File: config.mk
export PLATFORM = sky130hd
export DESIGN_NAME = regguard_top
export DESIGN_NICKNAME = d
export VERILOG_FILES = /design/src/rtl/regguard_pkg.sv /design/src/rtl/regguard_decode.sv /design/src/rtl/regguard_policy.sv /design/src/rtl/regguard_bank.sv /design/src/rtl/regguard_top.sv
export SDC_FILE = /design/constraint.sdc
export NUM_CORES = 1
export LEC_CHECK = 0
export BUFFER_PORTS_ARGS = -buffer_cell sky130_fd_sc_hd__buf_2
export CORE_ASPECT_RATIO = 0.8
export CORE_UTILIZATION = 39
export DETAILED_ROUTE_END_ITERATION = 16
export HOLD_SLACK_MARGIN = 0.03
export PLACE_DENSITY = 0.61
export SYNTH_ARGS = -nofsm -noshare
export SYNTH_HDL_FRONTEND = slang
export SYNTH_SLANG_ARGS = --single-unit
File: constraint.sdc
create_clock -name clk -period 3.2 [get_ports clk]
set_clock_uncertainty 0.15 [all_clocks]
set_input_delay 0.16 -clock clk [delete_from_list [all_inputs] [get_ports clk]]
set_output_delay 0.16 -clock clk [all_outputs]
set_load 0.02 [all_outputs]
File: src/rtl/regguard_pkg.sv
package regguard_pkg;

    typedef enum logic [2:0] {
        RK_NONE,
        RK_PROT,
        RK_GLOBAL,
        RK_FREE,
        RK_CHAN
    } rkind_e;

    // Decoded register target
    typedef struct packed {
        rkind_e     kind;
        logic [7:0] ch;
        logic [7:0] idx;
    } rsel_t;

    localparam int PROT_ADDR   = 0;
    localparam int GLOB_BASE   = 1;
    localparam int GLOB_CNT    = 2;
    localparam int FREE_BASE   = 4;
    localparam int CHAN_BASE   = 16;
    localparam int CHAN_STRIDE = 8;
    localparam int CHAN_SLOTS  = 5;

    localparam int          KEY_LSB    = 8;
    localparam int          KEY_W      = 24;
    localparam logic [23:0] UNLOCK_KEY = 24'h54494D;

endpackage

File: src/rtl/regguard_decode.sv
module regguard_decode
    import regguard_pkg::*;
#(
    parameter int ADDR_W   = 8,
    parameter int NUM_CH   = 3,
    parameter int NUM_FREE = 4
) (
    input  logic [ADDR_W-1:0] addr,
    output rsel_t             sel
);
    localparam int CHAN_END = CHAN_BASE + NUM_CH * CHAN_STRIDE;

    int a_i;
    int off_i;

    assign a_i   = int'(addr);
    assign off_i = a_i - CHAN_BASE;

    always_comb begin
        sel.kind = RK_NONE;
        sel.ch   = '0;
        sel.idx  = '0;
        if (a_i == PROT_ADDR) begin
            sel.kind = RK_PROT;
        end else if (a_i >= GLOB_BASE && a_i < GLOB_BASE + GLOB_CNT) begin
            sel.kind = RK_GLOBAL;
            sel.idx  = 8'(a_i - GLOB_BASE);
        end else if (a_i >= FREE_BASE && a_i < FREE_BASE + NUM_FREE) begin
            sel.kind = RK_FREE;
            sel.idx  = 8'(a_i - FREE_BASE);
        end else if (a_i >= CHAN_BASE && a_i < CHAN_END
                     && (off_i % CHAN_STRIDE) < CHAN_SLOTS) begin
            sel.kind = RK_CHAN;
            sel.ch   = 8'(off_i / CHAN_STRIDE);
            sel.idx  = 8'(off_i % CHAN_STRIDE);
        end
    end
endmodule

File: src/rtl/regguard_policy.sv
module regguard_policy
    import regguard_pkg::*;
#(
    parameter int DATA_W = 32
) (
    input  logic              wr_en,
    input  rsel_t             sel,
    input  logic [DATA_W-1:0] data,
    input  logic              prot_q,
    output logic              store,
    output logic              prot_load,
    output logic              accept
);
    logic key_ok;

    assign key_ok = (data[KEY_LSB+KEY_W-1:KEY_LSB] == UNLOCK_KEY);

    always_comb begin
        store     = 1'b0;
        prot_load = 1'b0;
        unique case (sel.kind)
            RK_PROT:           prot_load = wr_en && key_ok;
            RK_GLOBAL, RK_CHAN: store    = wr_en && !prot_q;
            RK_FREE:           store     = wr_en;
            default:           ;
        endcase
        accept = store || prot_load;
    end
endmodule

File: src/rtl/regguard_bank.sv
module regguard_bank
    import regguard_pkg::*;
#(
    parameter int DATA_W   = 32,
    parameter int NUM_CH   = 3,
    parameter int NUM_FREE = 4
) (
    input  logic              clk,
    input  logic              rst_n,
    input  logic              store,
    input  logic              prot_load,
    input  logic              accept,
    input  rsel_t             wsel,
    input  logic [DATA_W-1:0] wdata,
    input  rsel_t             rsel,
    output logic              prot_q,
    output logic              ack_q,
    output logic [DATA_W-1:0] rdata
);
    localparam int GI_W = 1;
    localparam int FI_W = (NUM_FREE > 1) ? $clog2(NUM_FREE) : 1;
    localparam int CI_W = (NUM_CH > 1) ? $clog2(NUM_CH) : 1;
    localparam int SI_W = $clog2(CHAN_SLOTS);

    typedef struct packed {
        logic                                         prot;
        logic                                         ack;
        logic [GLOB_CNT-1:0][DATA_W-1:0]              glob;
        logic [NUM_FREE-1:0][DATA_W-1:0]              free;
        logic [NUM_CH-1:0][CHAN_SLOTS-1:0][DATA_W-1:0] chan;
    } bank_t;

    bank_t s_d, s_q;

    always_comb begin
        s_d     = s_q;
        s_d.ack = accept;
        if (prot_load) begin
            s_d.prot = wdata[0];
        end
        if (store) begin
            unique case (wsel.kind)
                RK_GLOBAL: s_d.glob[wsel.idx[GI_W-1:0]] = wdata;
                RK_FREE:   s_d.free[wsel.idx[FI_W-1:0]] = wdata;
                RK_CHAN:   s_d.chan[wsel.ch[CI_W-1:0]][wsel.idx[SI_W-1:0]] = wdata;
                default:   ;
            endcase
        end
    end

    always_ff @(posedge clk or negedge rst_n) begin
        if (!rst_n) begin
            s_q <= '0;
        end else begin
            s_q <= s_d;
        end
    end

    always_comb begin
        rdata = '0;
        unique case (rsel.kind)
            RK_PROT:   rdata = {{(DATA_W-1){1'b0}}, s_q.prot};
            RK_GLOBAL: rdata = s_q.glob[rsel.idx[GI_W-1:0]];
            RK_FREE:   rdata = s_q.free[rsel.idx[FI_W-1:0]];
            RK_CHAN:   rdata = s_q.chan[rsel.ch[CI_W-1:0]][rsel.idx[SI_W-1:0]];
            default:   ;
        endcase
    end

    assign prot_q = s_q.prot;
    assign ack_q  = s_q.ack;
endmodule

File: src/rtl/regguard_top.sv
module regguard_top
    import regguard_pkg::*;
#(
    parameter int ADDR_W   = 8,
    parameter int DATA_W   = 32,
    parameter int NUM_CH   = 3,
    parameter int NUM_FREE = 4
) (
    input  logic              clk,
    input  logic              rst_n,
    input  logic              wr_en,
    input  logic [ADDR_W-1:0] wr_addr,
    input  logic [DATA_W-1:0] wr_data,
    output logic              wr_ack,
    input  logic [ADDR_W-1:0] rd_addr,
    output logic [DATA_W-1:0] rd_data,
    output logic              prot_on
);
    localparam int NUM_PORTS = 2;

    logic [NUM_PORTS-1:0][ADDR_W-1:0] port_addr;
    rsel_t                            port_sel [NUM_PORTS];

    logic store;
    logic prot_load;
    logic accept;
    logic prot_q;

    assign port_addr[0] = wr_addr;
    assign port_addr[1] = rd_addr;

    // One decoder per access port (0 = write, 1 = read)
    for (genvar p = 0; p < NUM_PORTS; p++) begin : g_dec
        regguard_decode #(
            .ADDR_W   (ADDR_W),
            .NUM_CH   (NUM_CH),
            .NUM_FREE (NUM_FREE)
        ) u_dec (
            .addr (port_addr[p]),
            .sel  (port_sel[p])
        );
    end

    regguard_policy #(
        .DATA_W (DATA_W)
    ) u_policy (
        .wr_en     (wr_en),
        .sel       (port_sel[0]),
        .data      (wr_data),
        .prot_q    (prot_q),
        .store     (store),
        .prot_load (prot_load),
        .accept    (accept)
    );

    regguard_bank #(
        .DATA_W   (DATA_W),
        .NUM_CH   (NUM_CH),
        .NUM_FREE (NUM_FREE)
    ) u_bank (
        .clk       (clk),
        .rst_n     (rst_n),
        .store     (store),
        .prot_load (prot_load),
        .accept    (accept),
        .wsel      (port_sel[0]),
        .wdata     (wr_data),
        .rsel      (port_sel[1]),
        .prot_q    (prot_q),
        .ack_q     (wr_ack),
        .rdata     (rd_data)
    );

    assign prot_on = prot_q;
endmodule

==> impl_metrics.ini <==
[run_status]
status = complete, but fails checks
violations = setup timing

[setup_path]
cp_max_fo = 7
cp.required_ps = 2890
slowest_delay_ps = 350
critical_path_buf_inv_count = 7
crit_type = primary input to output port
r2r-start = u_bank.prot_q
rr_worst_depth = 7
end_kind = output port
cp-startpoint = rd_addr[0]
ff2ff_setup_slack_ps = 890
crit_chain = buf_8 > inv_6 > ha_4 > inv_2 > o21a_1 > ha_4 > nor4b_4 > buf_4 > buf_6 > o211a_4 > buf_12 > mux2i_2 > o22ai_1 > a22o_1 > a221oi_4 > o21ai_1 > buf_4
cp.arrival_ps = 3040
start_kind = primary input
crit_family = compound AO/OA/AOI/OAI gates
r2r-end = u_bank.s_q[201]
worst_path_max_delay_cell = a221oi_4

[place]
port-buffer-count = 84
dp.final_hpwl_um = 67200
dp_cells = 4048
gp_congestion = 0.878
pre_cts_slack_ps = -512

[pwr]
leakagePower_nw = 19.1
vdd_drop_max_mv = 0.449
powerDensity_nw_per_um2 = 456

[yosys]
synthXorXnorAreaFrac = 0.000266
synth-edff-count = 0
yosysSeqAreaShare = 0.513
yosys_warnings = 0
synthCells = 2833
synth-simple-area-share = 0.0809
async_flop_share = 1.00
synth_area_sq_um = 32900
synth_fa_ha_area_frac = 0.00380
synth.area.mux_share = 0.279
ys.flop_type = dfrtp_1
synth_top_family_by_area = multiplexers
syn_nets = 2894
synth.distinct_cells = 59
synth-compound-area-share = 0.0876
avgSynthCellArea_sq_um = 11.6
ys_ff_latch = 674

[sta]
finalMaxSlewViolations = 0
fin_setup_tns_ps = -2080
fin_ws_ps = -146
setup_viol = 30
rsz0062_at_grt = yes
fmax_mhz = 299
period_share = 1.05
hold-worst-slack_ps = 113
report.final.hold_viol_count = 0
finalCriticalPeriod_ps = 3350
worst_pin_slew_ps = 852
slew_headroom = 0.428

[floorplanning]
initial_core_util = 0.397
fp.dieH_um = 262
fp-row-count = 94
ios = 85
die-area_sq_um = 85600
die_w_um = 327
core_sq_um = 82900

[clock_tree]
cts_tree = built
cts_sinks = 674
cts_htree_levels = 3
cts-root-buf = clkbuf_16
cts_buffer_depth = 3
clkTransAtPathRegs_ps = 60
insertion_delay_ps = 620
cts_made_buffers = 68

[global_routing]
grt_overflow = 0
grt_max_degree = 73
track_usage = 0.251
grt_first_pass_wirelength_um = 162000
grt_pass1_vias = 25400
antenna_found_initial = 3

[route]
drcViolationCount = 0
drt_pass1_iterations = 5
drt-total-wl_um = 108000
final_antenna_net_count = 0
vias_per_cell = 5.88
first_iter_violations = 2278
num_vias = 25100
wl_per_cell_um = 25.4

[finish]
fin_cells = 4264
postLayoutCoreUtil = 0.500
n_fill_cell = 7126
finish.net_count = 3165
syn_to_final_growth_pct = 26.0
layout-drive-gt1-share = 0.402

[run]
max_cap_violations = 0

[hold_path]
whs_endpoint = u_bank.s_q[414]
hold_depth = 2
hold_start = wr_data[30]
hold_path.class = primary input to flop
-- registers in the layout (all words and copies together) (netlist names) --
signal	flops
u_bank.s_q	672
u_bank.prot_q	1
u_bank.ack_q	1
-- worst register-to-register path: stages, from the launching register on --
cell,delay [ps]
dfrtp_1,440
nand2b_1,200
nor2_1,100
nand2_1,120
nor3b_2,360
nand2_2,230
buf_4,250
mux2_1,330
-- routing by layer --
layer,part of all wire,vias to the layer above,GRT usage,wire (um)
met1,0.44,13000,0.347,47500
met2,0.45,1084,0.383,48300
met5,0.00012,-,0,13
met3,0.084,205,0.0652,9100
li1,-,10700,-,-
met4,0.030,2,0.0815,3220
-- synthesized netlist by cell type, types with 30 or more instances --
cell	number	share of area
a21oi_1	125	0.019
a22oi_1	40	0.0091
a31oi_1	30	0.0057
and2_1	58	0.011
buf_2	86	0.013
clkbuf_1	161	0.018
dfrtp_1	674	0.51
mux2_1	103	0.035
mux2_2	571	0.20
mux2i_1	158	0.048
nand2_1	389	0.044
nand3_1	74	0.011
o21ai_0	38	0.0058
o22ai_1	96	0.018
o41ai_1	31	0.0083
-- through the flow --
| step | total power (W) | cell area [sq um] |
|---|---|---|
| after floorplan | 0.00957 | 32900 |
| after global placement | 0.0103 | 37100 |
| after detailed placement | 0.0104 | 37100 |
| after CTS | 0.0190 | 41100 |
| after global routing | 0.0195 | 41500 |
| final | 0.0189 | 41500 |
-- power by group --
group          switching [W]  total [W]  internal [W]
logic               0.000975    0.00166      0.000684
clock network        0.00354    0.00848       0.00493
registers          0.0000940    0.00876       0.00867
-- layout by cell type (no fill, tap or decap), types with 7 or more instances in the layout --
| master | count |
|---|---|
| nor3_1 | 12 |
| o21ai_2 | 13 |
| a21oi_2 | 8 |
| a221oi_2 | 27 |
| o21ai_0 | 7 |
| buf_4 | 236 |
| a31oi_1 | 29 |
| ha_1 | 8 |
| dfrtp_1 | 674 |
| a22o_1 | 29 |
| mux2_1 | 103 |
| o41ai_1 | 14 |
| a22oi_1 | 40 |
| o41ai_2 | 17 |
| buf_2 | 47 |
| o22ai_1 | 89 |
| nand2_1 | 373 |
| buf_8 | 9 |
| a21oi_1 | 117 |
| buf_6 | 40 |
| clkinv_2 | 12 |
| and2_1 | 58 |
| clkbuf_1 | 9 |
| clkbuf_16 | 72 |
| nor2_1 | 10 |
| nand2_2 | 15 |
| buf_16 | 9 |
| buf_12 | 94 |
| mux2_2 | 571 |
| clkbuf_8 | 18 |
| inv_1 | 7 |
| o21ai_1 | 14 |
| nand3_1 | 69 |
| dlygate4sd3_1 | 34 |
| mux2i_1 | 153 |
| o22ai_2 | 7 |
-- worst max path at each step --
stage / endpoint / cells past startpoint
4_1_cts: rd_data[1] / 18
5_1_grt: rd_data[22] / 18
3_3_place_gp: rd_data[5] / 17
2_1_floorplan: rd_data[12] / 13
3_5_place_dp: rd_data[5] / 17
6_report: rd_data[5] / 17
-- area by class of cell --
cell class	instances	area, sq um	area share
Antenna cell	3	7.51	0.000181
Timing Repair Buffer	472	5140	0.124
Clock buffer	97	2030	0.0490
Multi-Input combinational cell	1878	15700	0.378
Inverter	10	45.0	0.00109
Tap cell	1104	1380	0.0333
Clock inverter	26	315	0.00760
Sequential cell	674	16900	0.407
-- cells by family after synthesis --
kind of cell             after synthesis
AO/OA/AOI/OAI                        437
adder cells (fa/ha/maj)               10
buffers and inverters                282
AND/OR/NAND/NOR                      596
flip-flops                           674
multiplexers                         833
XOR/XNOR                               1
-- repair_timing --
item                                    4_1_cts  5_1_grt
pin swaps                                    88       80
endpoints found under the setup margin       32       32
hold buffers                                 35        0
setup buffers                                33       17
resized for setup                           158       65
gates cloned                                 11        2
endpoints found under the hold margin      1184        0
Note: power is estimated with default switching activity, not from simulation.
